`src/rtl/modrm_ea_pkg.sv`:
```
package modrm_ea_pkg;
  typedef enum logic [1:0] {
    SEG_ES = 2'b00,
    SEG_CS = 2'b01,
    SEG_SS = 2'b10,
    SEG_DS = 2'b11
  } seg_e;

  typedef enum logic [1:0] {
    DSP_NONE = 2'd0,
    DSP_BYTE = 2'd1,
    DSP_WORD = 2'd2
  } dsp_e;

  typedef struct packed {
    logic bx;
    logic bp;
    logic si;
    logic di;
  } base_t;

  localparam logic [1:0] MODE_REG = 2'b11;
  localparam logic [2:0] RM_DIRECT = 3'b110;
endpackage

```
`src/rtl/modrm_ea_decode.sv`:
```
module modrm_ea_decode
  import modrm_ea_pkg::*;
(
  input  logic [1:0] mode,
  input  logic [2:0] rm,
  output logic       is_reg,
  output base_t      base,
  output dsp_e       dsp,
  output seg_e       dflt
);
  logic direct;

  always_comb begin
    is_reg = (mode == MODE_REG);
    direct = (mode == 2'b00) && (rm == RM_DIRECT);
    base   = '0;
    unique case (rm)
      3'd0: begin base.bx = 1'b1; base.si = 1'b1; end
      3'd1: begin base.bx = 1'b1; base.di = 1'b1; end
      3'd2: begin base.bp = 1'b1; base.si = 1'b1; end
      3'd3: begin base.bp = 1'b1; base.di = 1'b1; end
      3'd4: base.si = 1'b1;
      3'd5: base.di = 1'b1;
      3'd6: base.bp = !direct;
      default: base.bx = 1'b1;
    endcase
    if (is_reg) base = '0;

    unique case (mode)
      2'b00:   dsp = direct ? DSP_WORD : DSP_NONE;
      2'b01:   dsp = DSP_BYTE;
      2'b10:   dsp = DSP_WORD;
      default: dsp = DSP_NONE;
    endcase

    dflt = (!is_reg && base.bp) ? SEG_SS : SEG_DS;
  end
endmodule

```
`src/rtl/modrm_ea_sum.sv`:
```
module modrm_ea_sum
  import modrm_ea_pkg::*;
#(
  parameter int AW = 16
) (
  input  base_t          base,
  input  dsp_e           dsp,
  input  logic [AW-1:0]  bx_val,
  input  logic [AW-1:0]  bp_val,
  input  logic [AW-1:0]  si_val,
  input  logic [AW-1:0]  di_val,
  input  logic [7:0]     disp_lo,
  input  logic [7:0]     disp_hi,
  output logic [AW-1:0]  ea
);
  logic [AW-1:0] b_term, i_term, d_term;

  always_comb begin
    b_term = base.bx ? bx_val : (base.bp ? bp_val : '0);
    i_term = base.si ? si_val : (base.di ? di_val : '0);
    unique case (dsp)
      DSP_BYTE: d_term = AW'($signed(disp_lo));
      DSP_WORD: d_term = AW'({disp_hi, disp_lo});
      default:  d_term = '0;
    endcase
    ea = b_term + i_term + d_term;
  end
endmodule

```
`src/rtl/modrm_ea_seg.sv`:
```
module modrm_ea_seg
  import modrm_ea_pkg::*;
(
  input  logic       is_reg,
  input  seg_e       dflt,
  input  logic       ovr_valid,
  input  logic [1:0] ovr_seg,
  output seg_e       seg
);
  always_comb begin
    if (is_reg)         seg = SEG_DS;
    else if (ovr_valid) seg = seg_e'(ovr_seg);
    else                seg = dflt;
  end
endmodule

```
`src/rtl/modrm_ea_unit.sv`:
```
module modrm_ea_unit
  import modrm_ea_pkg::*;
#(
  parameter int AW = 16
) (
  input  logic          clk,
  input  logic          rst,
  input  logic          in_valid,
  input  logic [7:0]    modrm,
  input  logic          wide,
  input  logic [AW-1:0] bx_val,
  input  logic [AW-1:0] bp_val,
  input  logic [AW-1:0] si_val,
  input  logic [AW-1:0] di_val,
  input  logic [7:0]    disp_lo,
  input  logic [7:0]    disp_hi,
  input  logic          ovr_valid,
  input  logic [1:0]    ovr_seg,
  output logic          out_valid,
  output logic          is_reg,
  output logic [3:0]    reg_sel,
  output logic [2:0]    reg_field,
  output logic [AW-1:0] ea,
  output logic [1:0]    seg,
  output logic [1:0]    disp_len
);
  logic          c_is_reg;
  base_t         c_base;
  dsp_e          c_dsp;
  seg_e          c_dflt;
  seg_e          c_seg;
  logic [AW-1:0] c_ea;
  logic [3:0]    c_sel;

  modrm_ea_decode u_dec (
    .mode   (modrm[7:6]),
    .rm     (modrm[2:0]),
    .is_reg (c_is_reg),
    .base   (c_base),
    .dsp    (c_dsp),
    .dflt   (c_dflt)
  );

  modrm_ea_sum #(.AW(AW)) u_sum (
    .base    (c_base),
    .dsp     (c_dsp),
    .bx_val  (bx_val),
    .bp_val  (bp_val),
    .si_val  (si_val),
    .di_val  (di_val),
    .disp_lo (disp_lo),
    .disp_hi (disp_hi),
    .ea      (c_ea)
  );

  modrm_ea_seg u_seg (
    .is_reg    (c_is_reg),
    .dflt      (c_dflt),
    .ovr_valid (ovr_valid),
    .ovr_seg   (ovr_seg),
    .seg       (c_seg)
  );

  assign c_sel = c_is_reg ? {wide, modrm[2:0]} : 4'd0;

  always_ff @(posedge clk) begin
    if (rst) begin
      out_valid <= 1'b0;
      is_reg    <= 1'b0;
      reg_sel   <= '0;
      reg_field <= '0;
      ea        <= '0;
      seg       <= '0;
      disp_len  <= '0;
    end else begin
      out_valid <= in_valid;
      if (in_valid) begin
        is_reg    <= c_is_reg;
        reg_sel   <= c_sel;
        reg_field <= modrm[5:3];
        ea        <= c_ea;
        seg       <= c_seg;
        disp_len  <= c_dsp;
      end
    end
  end
endmodule

```
`config.mk`:
```
export PLATFORM = sky130hd
export DESIGN_NAME = modrm_ea_unit
export DESIGN_NICKNAME = d
export VERILOG_FILES = /design/src/rtl/modrm_ea_pkg.sv /design/src/rtl/modrm_ea_decode.sv /design/src/rtl/modrm_ea_sum.sv /design/src/rtl/modrm_ea_seg.sv /design/src/rtl/modrm_ea_unit.sv
export SDC_FILE = /design/constraint.sdc
export NUM_CORES = 1
export LEC_CHECK = 0
export ABC_AREA = 1
export ABC_CLOCK_PERIOD_IN_PS = 2700
export BUFFER_PORTS_ARGS = -buffer_cell sky130_fd_sc_hd__buf_2
export CAP_MARGIN = 30
export CORE_MARGIN = 2
export CORE_UTILIZATION = 30
export DETAILED_ROUTE_END_ITERATION = 10
export GPL_TIMING_DRIVEN = 0
export PLACE_DENSITY_LB_ADDON = 0.1
export SETUP_SLACK_MARGIN = 0.05
export SLEW_MARGIN = 20
export SYNTH_ARGS = -nofsm -noshare
export SYNTH_HDL_FRONTEND = slang
export SYNTH_SLANG_ARGS = --single-unit
```
`constraint.sdc`:
```
create_clock -name clk -period 2.7 [get_ports clk]
set_input_delay 0.135 -clock clk [delete_from_list [all_inputs] [get_ports clk]]
set_output_delay 0.135 -clock clk [all_outputs]
set_load 0.03 [all_outputs]
```
==> Word-level counts from Yosys, hierarchy flattened <==
Index checks and enable logic that the tools add are counted.
{ "op_classes": {"n_eq_ne": 11, "n_addsub": 2, "reduce_logical": 10, "n_mux": 16} }
{ "op_table": {"columns": ["op", "count"], "rows": [
  ["$mux 16", 4],
  ["$add 16x16->16", 2],
  ["$pmux 16 s2", 1],
  ["$eq 3x3->1 const B", 3],
  ["$mux 4", 2],
  ["$eq 2x2->1 const B", 3],
  ["$eq 3x2->1 const B", 2],
  ["$mux 2", 3],
  ["$pmux 2 s3", 1],
  ["$reduce_or 3->1", 2],
  ["$reduce_or 5->1", 1],
  ["$eq 2x1->1 const B", 2],
  ["$mux 1", 4],
  ["$eq 3x1->1 const B", 1],
  ["$logic_not 3->1", 1],
  ["$logic_and 1x1->1", 2],
  ["$logic_not 1->1", 2],
  ["$logic_not 2->1", 1],
  ["$pmux 1 s2", 1],
  ["$reduce_or 2->1", 1]
]} }
{ "totals": {"register_bits": 29, "wordCells": 46, "output_inout_bits": 29, "input_bits": 95} }

==> Logic depth before layout (Yosys ltp) <==
Gate-level depths: netlist of the first run.
{ "logic_depth": {"word_depth": 9, "mapped_depth": 23, "mapped_depth_nobuf": 23} }

==> Hierarchy <==
A second synthesis of the first run with hierarchy kept.
{ "hier_totals": {"hier_cells": 456, "area_unflattened_um2": 2941.6} }
{ "by_module_without_submodules": {"columns": ["mod", "cells_each", "seq_area_each_um2", "area_per_inst_um2", "n_inst"], "rows": [
  ["modrm_ea_sum", 298, 0.0, 1750.4, 1],
  ["modrm_ea_unit", 124, 580.6, 1041.0, 1],
  ["modrm_ea_decode", 26, 0.0, 117.6, 1],
  ["modrm_ea_seg", 8, 0.0, 32.5, 1]
]} }

==> Least setup slack after synthesis of the first run <==
OpenSTA, ideal clock, no wires.
{ "synth_timing": {"path_type": "input to register", "start": "input modrm[0]", "end": "register ea[11]", "n_path_buf": 0, "arrival_time_ps": 2849, "t_required_ps": 2591, "cell_stages": 22, "slack_ps": -258, "setup_time_ps": 109, "path_cell_list": "inv_1 -> nand3_1 -> nand2_1 -> nand2_1 -> inv_1 -> nor2_1 -> inv_1 -> nand2_1 -> fa_1 -> inv_1 -> ha_1 -> inv_1 -> fa_1 -> nand3b_1 -> nand2_1 -> a21boi_2 -> o21ai_0 -> nand2_1 -> nand3_1 -> nand3_1 -> nand2_1 -> inv_1"} }
{ "synth_via": {"elab_chain_cells": 9, "elab_cells_between_ends": 29, "cone_classes": "add/sub (2); eq/ne (8); mux (12); reduce/logical (7)"} }
{ "synth_rtl": {"columns": ["item", "line", "rtl"], "rows": [
  ["start, declared", "modrm_ea_unit.sv:9", "input logic [7:0] modrm,"],
  ["$eq 3x3->1", "modrm_ea_decode.sv:15, modrm_ea_decode.sv:17", null],
  ["$logic_and 1x1->1", "modrm_ea_decode.sv:15", "direct = (mode == 2'b00) && (rm == RM_DIRECT);"],
  ["$logic_not 1->1", "modrm_ea_decode.sv:24", "3'd6: base.bp = !direct;"],
  ["$pmux 1 s2", "modrm_ea_decode.sv:17", "unique case (rm)"],
  ["$mux 4", "modrm_ea_decode.sv:27", "if (is_reg) base = '0;"],
  ["$mux 16 (2 in series)", "modrm_ea_sum.sv:19", "b_term = base.bx ? bx_val : (base.bp ? bp_val : '0);"],
  ["$add 16x16->16", "modrm_ea_sum.sv:26", "ea = b_term + i_term + d_term;"],
  ["$add 16x16->16 (*)", "modrm_ea_sum.sv:26", null],
  ["end signal, assigned", "modrm_ea_unit.sv:72", "ea <= '0;"],
  ["end signal, assigned", "modrm_ea_unit.sv:81", "ea <= c_ea;"],
  ["end, declared", "modrm_ea_unit.sv:23", "output logic [AW-1:0] ea,"]
]} }
Mark *: on every way between the ends. The rest lies on a longest branch, timed or not.
A chain may end at the register's enable or synchronous reset.

==> Worst setup path in the final report of the first run <==
{ "layout_timing": {"start": "input modrm[1]", "end": "register ea[15]"} }
Same word-level chain as after synthesis.

==> reports/metrics.cfg, run 1 <==
[clocking]
clockRootBuffer = clkbuf_8
clock_sink_count = 29
htree_levels = 2
numCtsBuffers = 5
holdBufCountCts = 0
insertion_delay_ns = 0.28
clk_pin_slew_ns = 0.07
clock_path_buffers = 2
cts_tree = built

[worst_setup_path]
worstSetupEndpointType = flip-flop
cp_max_fo = 10
worstSetupPathType = in2reg
slowest_delay_ns = 0.47
critPathLaunchType = input port
crit_required_ns = 2.88
crit_chain = buf_6, inv_2, nor2_4, nand2_2, nand2_4, buf_12, buf_6, nand3_1, nand2_1, inv_1, fa_1, inv_1, ha_4, nand2_2, nor3_2, nand3_1, nor2_2, nor2_2, nand3_1, nand2_1, nor2_2, nor2_1
crit_slowest_cell = fa_1
cp.arrival_ns = 2.78

[route]
drt_iter0_drc = 151
met2_length_um = 4274
wire_per_inst_um = 12.07
ant_nets = 0
vias_per_cell = 4.454
drc = 0
vias = 3470
route.layer.met1.wl_um = 4533
drt-total-wl_um = 9402
maxUsedRoutingLayer = met4
firstDrtPassIters = 4
wl_met3_um = 509

[grt]
antenna_found_initial = 0
grt_start_max_net_pins = 11
grt_pass1_vias = 3265
grt_pass1_wl_um = 15320
overflow = 0
gr-usage-all-layers_pct = 17.08

[run_status]
status = completed

[yosys]
syn-num-nets = 609
synth_area_leaders = dfxtp_1 (19%), inv_1 (16%), nand2_1 (11%)
synth_seq_area_share_pct = 19.48
postSynthAreaPerCell_um2 = 6.158
yosysUniqueCellTypes = 31
synthCells = 484
syn_area_um2 = 2980
yosys.area.top_type = dfxtp_1
ys.warnings.count = 0
synth_seq_cells = 29
synth_top_area_share_pct = 19.48

[cells_and_area]
drive_above_1_share_pct = 38.08
syn2layout_area_growth_pct = 52.77
top_regs = ea (16), reg_sel (4), reg_field (3)
post-route-util_pct = 46.80
ff_latch_area_um2 = 580.6
n_fill_cell = 1049
postLayoutCellArea_um2 = 4553
regMostFlops = ea
layout.nets = 770
largest_reg_flops = 16
instances_no_fill = 779
multi_input_area_um2 = 2248
antennaDiodeCount = 0

[timing]
hold_viol = 0
fin_crit_ns = 2.608
rsz0062_at_grt = true
hold_slack_ns = 0.08087
maxSlewHeadroom_pct = 66.10
tightest_slew_ns = 0.5085
drv_slew = 0
setup_ws_ns = 0.09241
setup_viol = 0
setup-tns-final_ns = 0
fmax_mhz = 383.5
final.setup_skew_ns = 0
post-route-period-util_pct = 96.58

[power]
total_power_mw = 2.036
p_int_mw = 1.155
p_leak_nw = 2.541
seqPwrFrac_pct = 24.3
ir_drop_uv = 212.8
power_frac_comb_pct = 58.9
netSwitchingFraction_pct = 43.30
power.switching_mw = 0.8817
powerDensity_nw_per_um2 = 447.3
pwr-share-clk_pct = 16.9

[floorplan]
core_um2 = 9729
rows = 36
dieHeight_um = 103.7
die_x_um = 103.7
start_util_pct = 30.63
num_io_pins = 124
fp.dieArea_um2 = 10750

[placed_design]
placed_area_um2 = 3814
pre_cts_ws_ns = -0.5679
dp.cells = 740
place_hpwl_um = 7509
gp_congestion = 0.8198
io_buffer_count = 123

[worst_hold_path]
min_path_type = in2reg

[job]
maxCapViolations = 0

[power groups by stage]
stage | combinational [mW] | clock, mW | sequential, mW
after floorplan | 0.558 | 0 | 0.593
after global placement | 0.929 | 0 | 0.503
after detailed placement | 0.936 | 0 | 0.504
after CTS | 1.02 | 0.353 | 0.495
after global routing | 1.34 | 0.375 | 0.499
final | 1.20 | 0.343 | 0.494
[Yosys cell counts (all sizes together)]
cell type,n
inv,128
nand2,92
nand3,50
nor2,50
dfxtp,29
o21ai,27
a21oi,18
fa,16
o22ai,15
ha,14
clkbuf,9
buf,5
nand4,5
a31oi,4
xor2,4
nor3,3
o211ai,3
o21bai,3
xnor2,3
nand3b,2
a21boi,1
a21o,1
o221ai,1
or2,1
[path summary, 6_finish.rpt]
check	slack [ns]	from	end	depth (start not counted)
max	0.09	modrm[1]	ea[15]	22
max reg2reg	2.02	ea[2]	ea[2]	2
min reg2reg	0.47	reg_sel[3]	reg_sel[3]	2
min	0.08	modrm[3]	reg_field[0]	3
[cells by family after synthesis]
logic type	synth area share (%)
AND/OR/NAND/NOR	29.72
AO/OA/AOI/OAI	14.11
buffers and inverters	18.01
adder cells (fa/ha/maj)	16.62
flip-flops	19.48
XOR/XNOR	2.057
[critical path: cells and delay by family]
family	cells	cell delay (ns)
fa+ha+maj	2	0.77
buf+inv	6	0.52
simple gates	14	1.36
[timing repair]
item                                    CTS  global route
pin swaps                                14            29
buffers inserted                         19            12
endpoints found under the setup margin   11            11
resized for setup                        30            66
[placed cells by master (no fill, tap or decap), types with 14 or more instances in the layout]
cell     count
dfxtp_1     29
nor2_1      42
nand3_1     40
o21ai_0     20
inv_1      117
nand2_1     75
buf_4       33
fa_1        14
buf_2      119
[layer usage]
metal	up-vias	GRT usage, %
met1	1535	23.94
met4	0	3.378
met5	-	0
met2	109	28.10
li1	1819	-
met3	7	2.391
[layout make-up]
type	count	area share [%]
tap	133	3.655
clock buffer	6	1.594
sequential	29	12.75
inverter	128	10.94
clock inverter	2	0.2198
buffer	14	1.869
timing repair buffer	154	19.59
multi-input combinational	313	49.38
Power figures use the tool's default switching activity.
==> inputs of run 2 (changes only) <==
--- a/config.mk
+++ b/config.mk
@@ -11,6 +11,7 @@
 export CAP_MARGIN = 30
 export CORE_MARGIN = 2
 export CORE_UTILIZATION = 30
+export CTS_BUF_LIST = sky130_fd_sc_hd__clkbuf_8
 export DETAILED_ROUTE_END_ITERATION = 10
 export GPL_TIMING_DRIVEN = 0
 export PLACE_DENSITY_LB_ADDON = 0.1
==> reports/metrics.cfg, run 2 (same netlist as run 1, synthesis figures left out) <==
[run_status]
status = completed  ; unchanged

[placed_design]
gp_congestion = 0.8198  ; unchanged
place_hpwl_um = 7509  ; unchanged
io_buffer_count = 123  ; unchanged

[floorplan]
core_um2 = 9729  ; unchanged
dieHeight_um = 103.7  ; unchanged
start_util_pct = 30.63  ; unchanged
num_io_pins = 124  ; unchanged
die_x_um = 103.7  ; unchanged
fp.dieArea_um2 = 10750  ; unchanged
rows = 36  ; unchanged

[cells_and_area]
layout.nets = 770  ; unchanged
final_cell_mix = buf_2 (119), inv_1 (118), nand2_1 (75)  ; was buf_2 (119), inv_1 (117), nand2_1 (75)
regMostFlops = ea  ; unchanged
largest_reg_flops = 16  ; unchanged
syn2layout_area_growth_pct = 52.77  ; unchanged
top_regs = ea (16), reg_sel (4), reg_field (3)  ; unchanged
antennaDiodeCount = 0  ; unchanged
n_fill_cell = 1049  ; unchanged
drive_above_1_share_pct = 38.08  ; unchanged
final_common_cell = buf_2  ; unchanged

[route]
firstDrtPassIters = 4  ; unchanged
drt-total-wl_um = 9402  ; unchanged
drc = 0  ; unchanged
vias_per_cell = 4.454  ; unchanged
drt_iter0_drc = 151  ; unchanged
ant_nets = 0  ; unchanged
wire_per_inst_um = 12.07  ; unchanged
vias = 3470  ; unchanged

[timing]
maxSlewHeadroom_pct = 66.10  ; unchanged
tightest_slew_ns = 0.5085  ; unchanged
fin_crit_ns = 2.608  ; about the same
fmax_mhz = 383.5  ; about the same
final.setup_skew_ns = 0  ; unchanged
hold_viol = 0  ; unchanged
drv_slew = 0  ; unchanged
hold_slack_ns = 0.08059  ; was 0.08087 ns
setup_viol = 0  ; unchanged
post-route-period-util_pct = 96.58  ; about the same
rsz0062_at_grt = true  ; unchanged

[clocking]
clock_sink_count = 29  ; unchanged
htree_levels = 2  ; unchanged
clk_pin_slew_ns = 0.07  ; about the same
insertion_delay_ns = 0.28  ; about the same
clockRootBuffer = clkbuf_8  ; unchanged
numCtsBuffers = 5  ; unchanged
clock_path_buffers = 2  ; unchanged
cts_tree = built  ; unchanged

[grt]
grt_start_max_net_pins = 11  ; unchanged
gr-usage-all-layers_pct = 17.08  ; unchanged
grt_pass1_wl_um = 15320  ; unchanged
antenna_found_initial = 0  ; unchanged
overflow = 0  ; unchanged
grt_pass1_vias = 3265  ; unchanged

[worst_setup_path]
crit_chain = buf_6, inv_2, nor2_4, nand2_2, nand2_4, buf_12, buf_6, nand3_1, nand2_1, inv_1, fa_1, inv_1, ha_4, nand2_2, nor3_2, nand3_1, nor2_2, nor2_2, nand3_1, nand2_1, nor2_2, nor2_1  ; unchanged
worstSetupEndpointType = flip-flop  ; unchanged
r2r_start = ea[2]  ; unchanged
cp_max_fo = 10  ; unchanged
critPathCapture = ea[15]  ; unchanged
cp.arrival_ns = 2.78  ; about the same
r2r-end = ea[2]  ; unchanged
crit_required_ns = 2.88  ; about the same
critPathLaunchType = input port  ; unchanged
worstSetupPathType = in2reg  ; unchanged
cp-startpoint = modrm[1]  ; unchanged
reg2reg_depth = 2  ; unchanged
crit_slowest_cell = fa_1  ; unchanged
regToRegSetupSlack_ns = 2.02  ; about the same
slowest_delay_ns = 0.47  ; about the same

[worst_hold_path]
min_path_type = in2reg  ; unchanged

[power]
total_power_mw = 2.033  ; was 2.036 mW
ir_drop_uv = 212.8  ; about the same
p_leak_nw = 2.546  ; was 2.541 nW
powerDensity_nw_per_um2 = 446.5  ; was 447.3 nW/µm²

[job]
maxCapViolations = 0  ; unchanged

## run 2: worst max-delay path, delay by kind of cell
kind	cells	cell delay [ns]
buffers and inverters	6	0.52
AND/OR/NAND/NOR	14	1.36
adder cells (fa/ha/maj)	2	0.77
## run 2: metal layers
layer / up-vias / part of all wire [%] / global-route usage, %
met2: 109 / 45 / 28.10
met5: - / 0 / 0
li1: 1819 / - / -
met1: 1535 / 48 / 23.94
met3: 7 / 5.4 / 2.391
met4: 0 / 0.89 / 3.378
## run 2: timing repair
item | in CTS | in global routing
gates resized for setup | 30 | 66
hold buffers | 0 | 0
setup endpoints to repair | 11 | 11
buffers inserted | 19 | 12
pin swaps | 14 | 29
## run 2: how the worst min path moves through the flow
stage / from / end / slack (ns) / depth (start not counted)
finish: modrm[3] / reg_field[0] / 0.08 / 3
global route: modrm[4] / reg_field[1] / 0.08 / 3
floorplan: ovr_valid / seg[1] / 0.24 / 1
detailed placement: modrm[3] / reg_field[0] / 0.37 / 3
global placement: modrm[3] / reg_field[0] / 0.36 / 3
CTS: modrm[3] / reg_field[0] / 0.07 / 3
## run 2: through the flow
step	instance area [µm²]	util [%]	TNS, ns	std cells	worst slack, ns
3_5_place_dp	3814	39.20	-4.797	740	-0.5679
3_3_place_gp	3814	39.20	-4.538	740	-0.5279
6_report	4553	46.80	0	779	0.09239
5_1_grt	4553	46.80	-0.3145	779	-0.1086
4_1_cts	4158	42.73	0	767	0.04089
2_1_floorplan	3032	-	0	484	0.06103
## run 2: final cells by class
| class | instances | area [µm²] | area share (%) |
|---|---|---|---|
| Clock buffer | 5 | 68.82 | 1.511 |
| Timing Repair Buffer | 154 | 892.1 | 19.59 |
| Clock inverter | 3 | 13.76 | 0.3023 |
| Sequential cell | 29 | 580.6 | 12.75 |
| Buffer | 14 | 85.08 | 1.869 |
| Tap cell | 133 | 166.4 | 3.655 |
| Inverter | 128 | 498.0 | 10.94 |
| Multi-Input combinational cell | 313 | 2248 | 49.38 |
## run 2: power breakdown
group | total, mW | internal, mW | switching [mW] | leakage, nW
registers | 0.494 | 0.474 | 0.0207 | 0.240
clock network | 0.340 | 0.174 | 0.165 | 0.0491
logic | 1.20 | 0.503 | 0.696 | 2.26
